**config.mk**
```make
export PLATFORM = sky130hd
export DESIGN_NAME = pwr_clk_ctrl
export DESIGN_NICKNAME = d
export VERILOG_FILES = /design/src/rtl/pmc_pkg.sv /design/src/rtl/pmc_mode_fsm.sv /design/src/rtl/pmc_clk_div.sv /design/src/rtl/pmc_osc_ctl.sv /design/src/rtl/pwr_clk_ctrl.sv
export SDC_FILE = /design/constraint.sdc
export NUM_CORES = 1
export LEC_CHECK = 0
export BUFFER_PORTS_ARGS = -buffer_cell sky130_fd_sc_hd__buf_2
export CAP_MARGIN = 30
export CORE_MARGIN = 2
export CORE_UTILIZATION = 38
export CTS_BUF_LIST = sky130_fd_sc_hd__clkbuf_8
export DETAILED_ROUTE_END_ITERATION = 10
export SLEW_MARGIN = 20
export SYNTH_ARGS = -nofsm -noshare
export SYNTH_HDL_FRONTEND = slang
export SYNTH_SLANG_ARGS = --single-unit
```
**constraint.sdc**
```tcl
create_clock -name clk -period 5.32 [get_ports clk]
set_input_delay 0.266 -clock clk [delete_from_list [all_inputs] [get_ports clk]]
set_output_delay 0.266 -clock clk [all_outputs]
set_load 0.02 [all_outputs]
```
**src/rtl/pmc_pkg.sv**
```systemverilog
// Shared types for the power mode and clock controller.
// Assumes a 3-bit mode code; the run/low-power split is encoded by value.
package pmc_pkg;
    typedef enum logic [2:0] {
        ST_NORMAL = 3'd0,
        ST_SLOW   = 3'd1,
        ST_SLEEP  = 3'd2,
        ST_IDLE0  = 3'd3,
        ST_IDLE1  = 3'd4,
        ST_IDLE2  = 3'd5,
        ST_HSWAIT = 3'd6
    } pmc_state_e;

    // True for the states in which the core executes and may halt.
    function automatic logic is_run(input pmc_state_e s);
        return (s == ST_NORMAL) || (s == ST_SLOW) || (s == ST_HSWAIT);
    endfunction
endpackage

```
**src/rtl/pmc_mode_fsm.sv**
```systemverilog
// Mode sequencer: run-mode switching, halt decode, wake return and status flags.
// Assumes halt_req and wake are single-cycle events; bnd marks a divided-clock edge.
module pmc_mode_fsm
    import pmc_pkg::*;
#(
    parameter int SEL_W = 3
) (
    input  logic             clk,
    input  logic             rst_n,
    input  logic             halt_req,
    input  logic             hs_idle_en,
    input  logic             ls_idle_en,
    input  logic [SEL_W-1:0] clk_sel,
    input  logic             hs_stable,
    input  logic             bnd,
    input  logic             wake,
    input  logic             wdt_tmo,
    output pmc_state_e       state_q,
    output logic             pd_flag,
    output logic             to_flag,
    output logic             wdt_clr
);
    localparam logic [SEL_W-1:0] SEL_SLOW = '1;

    pmc_state_e state_d;
    pmc_state_e lp_sel;
    pmc_state_e ret_q;
    logic       halt_go;
    logic       want_slow;

    // Decode the low-power target from the two idle-enable bits.
    always_comb begin
        unique case ({hs_idle_en, ls_idle_en})
            2'b00:   lp_sel = ST_SLEEP;
            2'b01:   lp_sel = ST_IDLE0;
            2'b11:   lp_sel = ST_IDLE1;
            default: lp_sel = ST_IDLE2;
        endcase
    end

    assign want_slow = (clk_sel == SEL_SLOW);
    assign halt_go   = halt_req && is_run(state_q);

    // Next-state selection for every mode.
    always_comb begin
        state_d = state_q;
        if (halt_go) begin
            state_d = lp_sel;
        end else begin
            unique case (state_q)
                ST_NORMAL: if (want_slow && bnd) state_d = ST_SLOW;
                ST_SLOW:   if (!want_slow) state_d = hs_stable ? ST_NORMAL : ST_HSWAIT;
                ST_HSWAIT: begin
                    if (want_slow)      state_d = ST_SLOW;
                    else if (hs_stable) state_d = ST_NORMAL;
                end
                default:   if (wake) state_d = ret_q;
            endcase
        end
    end

    // State, return-mode and status registers.
    always_ff @(posedge clk) begin
        if (!rst_n) begin
            state_q <= ST_NORMAL;
            ret_q   <= ST_NORMAL;
            pd_flag <= 1'b0;
            to_flag <= 1'b0;
            wdt_clr <= 1'b0;
        end else begin
            state_q <= state_d;
            wdt_clr <= halt_go;
            if (halt_go) begin
                ret_q   <= (state_q == ST_NORMAL) ? ST_NORMAL : ST_SLOW;
                pd_flag <= 1'b1;
                to_flag <= 1'b0;
            end else if (wdt_tmo) begin
                to_flag <= 1'b1;
            end
        end
    end
endmodule

```
**src/rtl/pmc_clk_div.sv**
```systemverilog
// Divider and clock-enable generator; reloads the divider only on a divided edge.
// Assumes the count stalls in NORMAL while the high-speed oscillator is unstable.
module pmc_clk_div
    import pmc_pkg::*;
#(
    parameter int SEL_W = 3
) (
    input  logic             clk,
    input  logic             rst_n,
    input  pmc_state_e       state_q,
    input  logic [SEL_W-1:0] clk_sel,
    input  logic             hs_stable,
    input  logic             ls_tick,
    output logic             bnd,
    output logic             sys_clk_en,
    output logic [SEL_W-1:0] div_q
);
    localparam int CNT_W = (1 << SEL_W) - 2;
    localparam logic [SEL_W-1:0] SEL_SLOW = '1;

    logic [CNT_W-1:0] cnt_q;
    logic [CNT_W-1:0] lim;
    logic [CNT_W:0]   pow;
    logic             in_norm;

    assign in_norm = (state_q == ST_NORMAL);

    // Terminal count for the applied divider exponent.
    always_comb begin
        pow = (CNT_W+1)'(1) << div_q;
        lim = CNT_W'(pow - 1'b1);
    end

    assign bnd = in_norm && hs_stable && (cnt_q == lim);

    // Clock-enable source per mode.
    always_comb begin
        unique case (state_q)
            ST_NORMAL:         sys_clk_en = bnd;
            ST_SLOW, ST_HSWAIT: sys_clk_en = ls_tick;
            default:           sys_clk_en = 1'b0;
        endcase
    end

    // Count divided edges and reload the divider at a boundary.
    always_ff @(posedge clk) begin
        if (!rst_n) begin
            cnt_q <= '0;
            div_q <= '0;
        end else if (!in_norm) begin
            cnt_q <= '0;
            if (clk_sel != SEL_SLOW) div_q <= clk_sel;
        end else if (hs_stable) begin
            if (cnt_q == lim) begin
                cnt_q <= '0;
                if (clk_sel != SEL_SLOW) div_q <= clk_sel;
            end else begin
                cnt_q <= cnt_q + 1'b1;
            end
        end
    end
endmodule

```
**src/rtl/pmc_osc_ctl.sv**
```systemverilog
// Oscillator enable decode from the current state and the idle-enable bits.
// Assumes the waiting state must power the high-speed oscillator.
module pmc_osc_ctl
    import pmc_pkg::*;
(
    input  pmc_state_e state_q,
    input  logic       hs_idle_en,
    input  logic       ls_idle_en,
    output logic       hs_osc_en,
    output logic       ls_osc_en
);
    // Per-state enable table.
    always_comb begin
        unique case (state_q)
            ST_NORMAL: begin hs_osc_en = 1'b1;       ls_osc_en = ls_idle_en; end
            ST_SLOW:   begin hs_osc_en = hs_idle_en; ls_osc_en = 1'b1;       end
            ST_HSWAIT: begin hs_osc_en = 1'b1;       ls_osc_en = 1'b1;       end
            ST_IDLE0:  begin hs_osc_en = 1'b0;       ls_osc_en = 1'b1;       end
            ST_IDLE1:  begin hs_osc_en = 1'b1;       ls_osc_en = 1'b1;       end
            ST_IDLE2:  begin hs_osc_en = 1'b1;       ls_osc_en = 1'b0;       end
            default:   begin hs_osc_en = 1'b0;       ls_osc_en = 1'b0;       end
        endcase
    end
endmodule

```
**src/rtl/pwr_clk_ctrl.sv**
```systemverilog
// Power mode and clock controller top: ties the sequencer, divider and oscillator decode.
// Assumes SEL_W = 3 so the mode code and clk_sel share the 3-bit encoding.
module pwr_clk_ctrl
    import pmc_pkg::*;
#(
    parameter int SEL_W = 3
) (
    input  logic             clk,
    input  logic             rst_n,
    input  logic             halt_req,
    input  logic             hs_idle_en,
    input  logic             ls_idle_en,
    input  logic [SEL_W-1:0] clk_sel,
    input  logic             hs_stable,
    input  logic             ls_tick,
    input  logic             wake,
    input  logic             wdt_tmo,
    output logic [2:0]       mode,
    output logic             sys_clk_en,
    output logic [SEL_W-1:0] div_sel,
    output logic             hs_osc_en,
    output logic             ls_osc_en,
    output logic             pd_flag,
    output logic             to_flag,
    output logic             wdt_clr
);
    pmc_state_e st;
    logic       bnd;

    pmc_mode_fsm #(.SEL_W(SEL_W)) u_fsm (
        .clk(clk), .rst_n(rst_n), .halt_req(halt_req),
        .hs_idle_en(hs_idle_en), .ls_idle_en(ls_idle_en),
        .clk_sel(clk_sel), .hs_stable(hs_stable), .bnd(bnd),
        .wake(wake), .wdt_tmo(wdt_tmo), .state_q(st),
        .pd_flag(pd_flag), .to_flag(to_flag), .wdt_clr(wdt_clr)
    );

    pmc_clk_div #(.SEL_W(SEL_W)) u_div (
        .clk(clk), .rst_n(rst_n), .state_q(st), .clk_sel(clk_sel),
        .hs_stable(hs_stable), .ls_tick(ls_tick), .bnd(bnd),
        .sys_clk_en(sys_clk_en), .div_q(div_sel)
    );

    pmc_osc_ctl u_osc (
        .state_q(st), .hs_idle_en(hs_idle_en), .ls_idle_en(ls_idle_en),
        .hs_osc_en(hs_osc_en), .ls_osc_en(ls_osc_en)
    );

    // The waiting state is reported as SLOW since the core still runs on the slow clock.
    assign mode = (st == ST_HSWAIT) ? 3'(ST_SLOW) : 3'(st);
endmodule

```
==> impl_metrics.env <==
export IMPL_grt_setup_unrepaired="false"
export IMPL_floorplan_die_area_um2=3517
export IMPL_filler_cells=300
export IMPL_dpl_cell_area_um2=1266
export IMPL_yosysWarningCount=0
export IMPL_placed_cells=195
export IMPL_final_nets=185
export IMPL_netlist_area_um2=1162
export IMPL_drt_antenna_violating_nets=0
export IMPL_clk_insertion_delay_late_ns=0.25
export IMPL_root_buffer="clkbuf_8"
export IMPL_register_to_register_setup_slack_ns=2.73
export IMPL_cts_post_setup_buffers_inserted=0
export IMPL_tns_ns=0
export IMPL_diodes=0
export IMPL_clockBufferDepth=2
export IMPL_pleak_nw=0.5609
export IMPL_crit_path_cell_trace="or3_2, ha_1, xor2_1, nand2_1, a2111oi_4, and3_1, a211o_1, buf_2"
export IMPL_r2r_worst_path_cells=7
export IMPL_firstDrtPassIters=4
export IMPL_core_area_um2=2978
export IMPL_area_delta_synth_final_pct=12.49
export IMPL_rows=20
export IMPL_io_pins=24
export IMPL_hold_slack_final_ns=0.2596
export IMPL_detail_route_wl_per_cell_um=13.53
export IMPL_total_global_routing_overflow=0
export IMPL_worst_ir_drop_vdd_v=0.0001664
export IMPL_worstHoldPathCells=3
export IMPL_dieWidth_um=59.31
export IMPL_worst_hold_path_endpoint="u_fsm.to_flag"
export IMPL_drive_gt1_frac=0.1939
export IMPL_hold_path_class="in2reg"
export IMPL_numPortBuffers=23
export IMPL_maxSlewViolCount=0
export IMPL_drc=0
export IMPL_critical_path_slowest_cell="or3_2"
export IMPL_netlist_cell_type_count=37
export IMPL_routability_driven_placement_congestion_ratio=0.7692
export IMPL_timing_max_slew_rel_slack=0.4334
export IMPL_crit_family="simple AND/OR/NAND/NOR gates"
export IMPL_syn_area_per_cell_um2=7.801
export IMPL_pin_count_of_the_biggest_net_entering_global_routing=16
export IMPL_routed_wirelength_um=2679
export IMPL_ctsHtreeMaxLevel=1
export IMPL_worst_setup_path_type="reg2out"
export IMPL_period_minus_slack_ns=3.218
export IMPL_cpPeakStageDelay_ns=0.51
export IMPL_report_final_setup_viol=0
export IMPL_critical_path_endpoint_type="primary output"
export IMPL_start_kind="flip-flop"
export IMPL_number_of_resized_instances_in_the_post_cts_repair_step=0
export IMPL_vias=1107
export IMPL_globalRouteTotalUtil=0.1738
export IMPL_synth_async_sr_flop_share=0
export IMPL_finalPower_mw=0.5572
export IMPL_cts_hold_buf=0
export IMPL_fin_skew_ns=0.005330
export IMPL_cts_num_sinks=16
export IMPL_clk_pin_slew_ns=0.06
export IMPL_clock_tree_from_tritoncts="yes"
export IMPL_global_route_wire_length_before_repair_um=4698
export IMPL_final_design_area_no_fill_um2=1308
export IMPL_reg2reg_to="u_div.cnt_q[3]"
export IMPL_power_density_cell_area_nw_per_um2=426.2
export IMPL_grt_pass1_vias=1085
export IMPL_crit_required_ns=5.05
export IMPL_mappedNetlistNets=167
export IMPL_synth_flop_cell="dfxtp_1"
export IMPL_maxCapViolCount=0
export IMPL_tightest_slew_ns=0.8435
export IMPL_crit_path_max_fanout=12
export IMPL_synth_ff_latch_count=16
export IMPL_synth_seq_area_share=0.2756
export IMPL_dr_first_iter_drc_count=28
export IMPL_final_period_utilization=0.6049
export IMPL_floorplan_die_height_um=59.31
export IMPL_hold_start="wdt_tmo"
export IMPL_cp_data_arrival_time_ns=2.95
export IMPL_reg2reg_from="u_div.div_q[1]"
export IMPL_dpl_hpwl_um=2032
export IMPL_timing_critical_path_buf_inv=1
export IMPL_synthesis_instances=149
export IMPL_timing_final_hold_violations=0
export IMPL_synth_edff_count=0
export IMPL_start_util=0.3903
export IMPL_outcome="finished clean"
export IMPL_vias_per_cell=5.591
export IMPL_layoutNonFillerInstCount=198
export IMPL_antenna_found_initial=0
export IMPL_tritoncts_num_buffers=3
export IMPL_max_freq_mhz=310.7
synthesized netlist by cell type, drive strengths merged (3+ instances only):
master | number | share of area
nor2 | 14 | 0.045
nand2b | 4 | 0.022
o211ai | 3 | 0.019
ha | 6 | 0.065
a31oi | 4 | 0.022
a21oi | 5 | 0.022
dfxtp | 16 | 0.28
o21ai | 4 | 0.017
nand4 | 5 | 0.027
nor2b | 3 | 0.016
and3 | 3 | 0.016
nand3 | 11 | 0.047
inv | 5 | 0.016
xor2 | 4 | 0.030
xnor2 | 6 | 0.045
nand2 | 10 | 0.032
clkbuf | 8 | 0.026
nor3 | 11 | 0.047
a31o | 3 | 0.023
worst min-delay path, delay by kind of cell:
family | cells | cell delay [ns]
buf+inv | 1 | 0.07
simple gates | 1 | 0.07
compound gates | 1 | 0.06
sequential cells by signal, indices dropped and copies added, names as in the netlist:
| signal | cells |
|---|---|
| u_div.cnt_q | 6 |
| u_div.div_q | 3 |
| u_fsm.state_q | 3 |
| u_fsm.pd_flag | 1 |
| u_fsm.ret_q | 1 |
| u_fsm.to_flag | 1 |
| u_fsm.wdt_clr | 1 |
worst max path at each step:
| stage | from | end | slack [ns] | depth (start not counted) |
|---|---|---|---|---|
| after floorplan | u_div.div_q[1] | sys_clk_en | 2.47 | 9 |
| after global placement | u_div.div_q[1] | sys_clk_en | 2.45 | 8 |
| after detailed placement | u_div.div_q[1] | sys_clk_en | 2.37 | 8 |
| after CTS | u_div.div_q[1] | sys_clk_en | 2.08 | 8 |
| after global routing | u_div.div_q[1] | sys_clk_en | 1.92 | 8 |
| final | u_div.div_q[1] | sys_clk_en | 2.10 | 8 |
routing by layer:
metal | up-vias | part of all wire | track usage
met3 | 2 | 0.040 | 0.05022
met2 | 16 | 0.51 | 0.3187
met1 | 522 | 0.45 | 0.2005
met4 | 0 | 0.0060 | 0.02922
met5 | - | 0 | 0
li1 | 567 | - | -
placed cells by master, fill, tap and decap left out, types with 4 or more instances in the layout:
master,count
a21oi_1,5
nand4_1,5
xor2_1,4
a31oi_1,4
ha_1,6
nor3_1,11
nor2_1,14
dfxtp_1,16
inv_1,5
o21ai_0,4
buf_2,23
nand2_1,10
xnor2_1,6
nand3_1,11
nand2b_1,4
cell type report:
| cell class | count | area, µm² | area share |
|---|---|---|---|
| multi-input combinational | 118 | 770.7 | 0.5895 |
| sequential | 16 | 320.3 | 0.2450 |
| timing repair buffer | 23 | 115.1 | 0.08804 |
| clock buffer | 3 | 41.29 | 0.03158 |
| tap | 33 | 41.29 | 0.03158 |
| inverter | 5 | 18.77 | 0.01435 |
kinds of logic (layout without fill, tap and decap cells):
family / Yosys count / count (layout) / share of synthesized area
DFF: 16 / 16 / 0.2756
and+or+nand+nor: 72 / 72 / 0.3219
buffers and inverters: 15 / 31 / 0.06136
adders and majority gates: 6 / 6 / 0.06458
xor gates and xnor gates: 10 / 10 / 0.07535
AOI/OAI and AO/OA: 28 / 28 / 0.1841
muxes: 2 / 2 / 0.01722
report_power, final:
group / internal (mW) / leakage, nW / switching (mW)
Combinational: 0.120 / 0.408 / 0.167
Clock: 0.0501 / 0.0216 / 0.0399
Sequential: 0.139 / 0.131 / 0.0418
Total: 0.309 / 0.561 / 0.249
metrics by stage:
step	util	worst slack [ns]
2_1_floorplan	-	2.473
4_1_cts	0.4391	2.085
3_3_place_gp	0.4252	2.445
5_1_grt	0.4391	1.918
6_report	0.4391	2.102
3_5_place_dp	0.4252	2.374
Power figures use the tool's default switching activity.
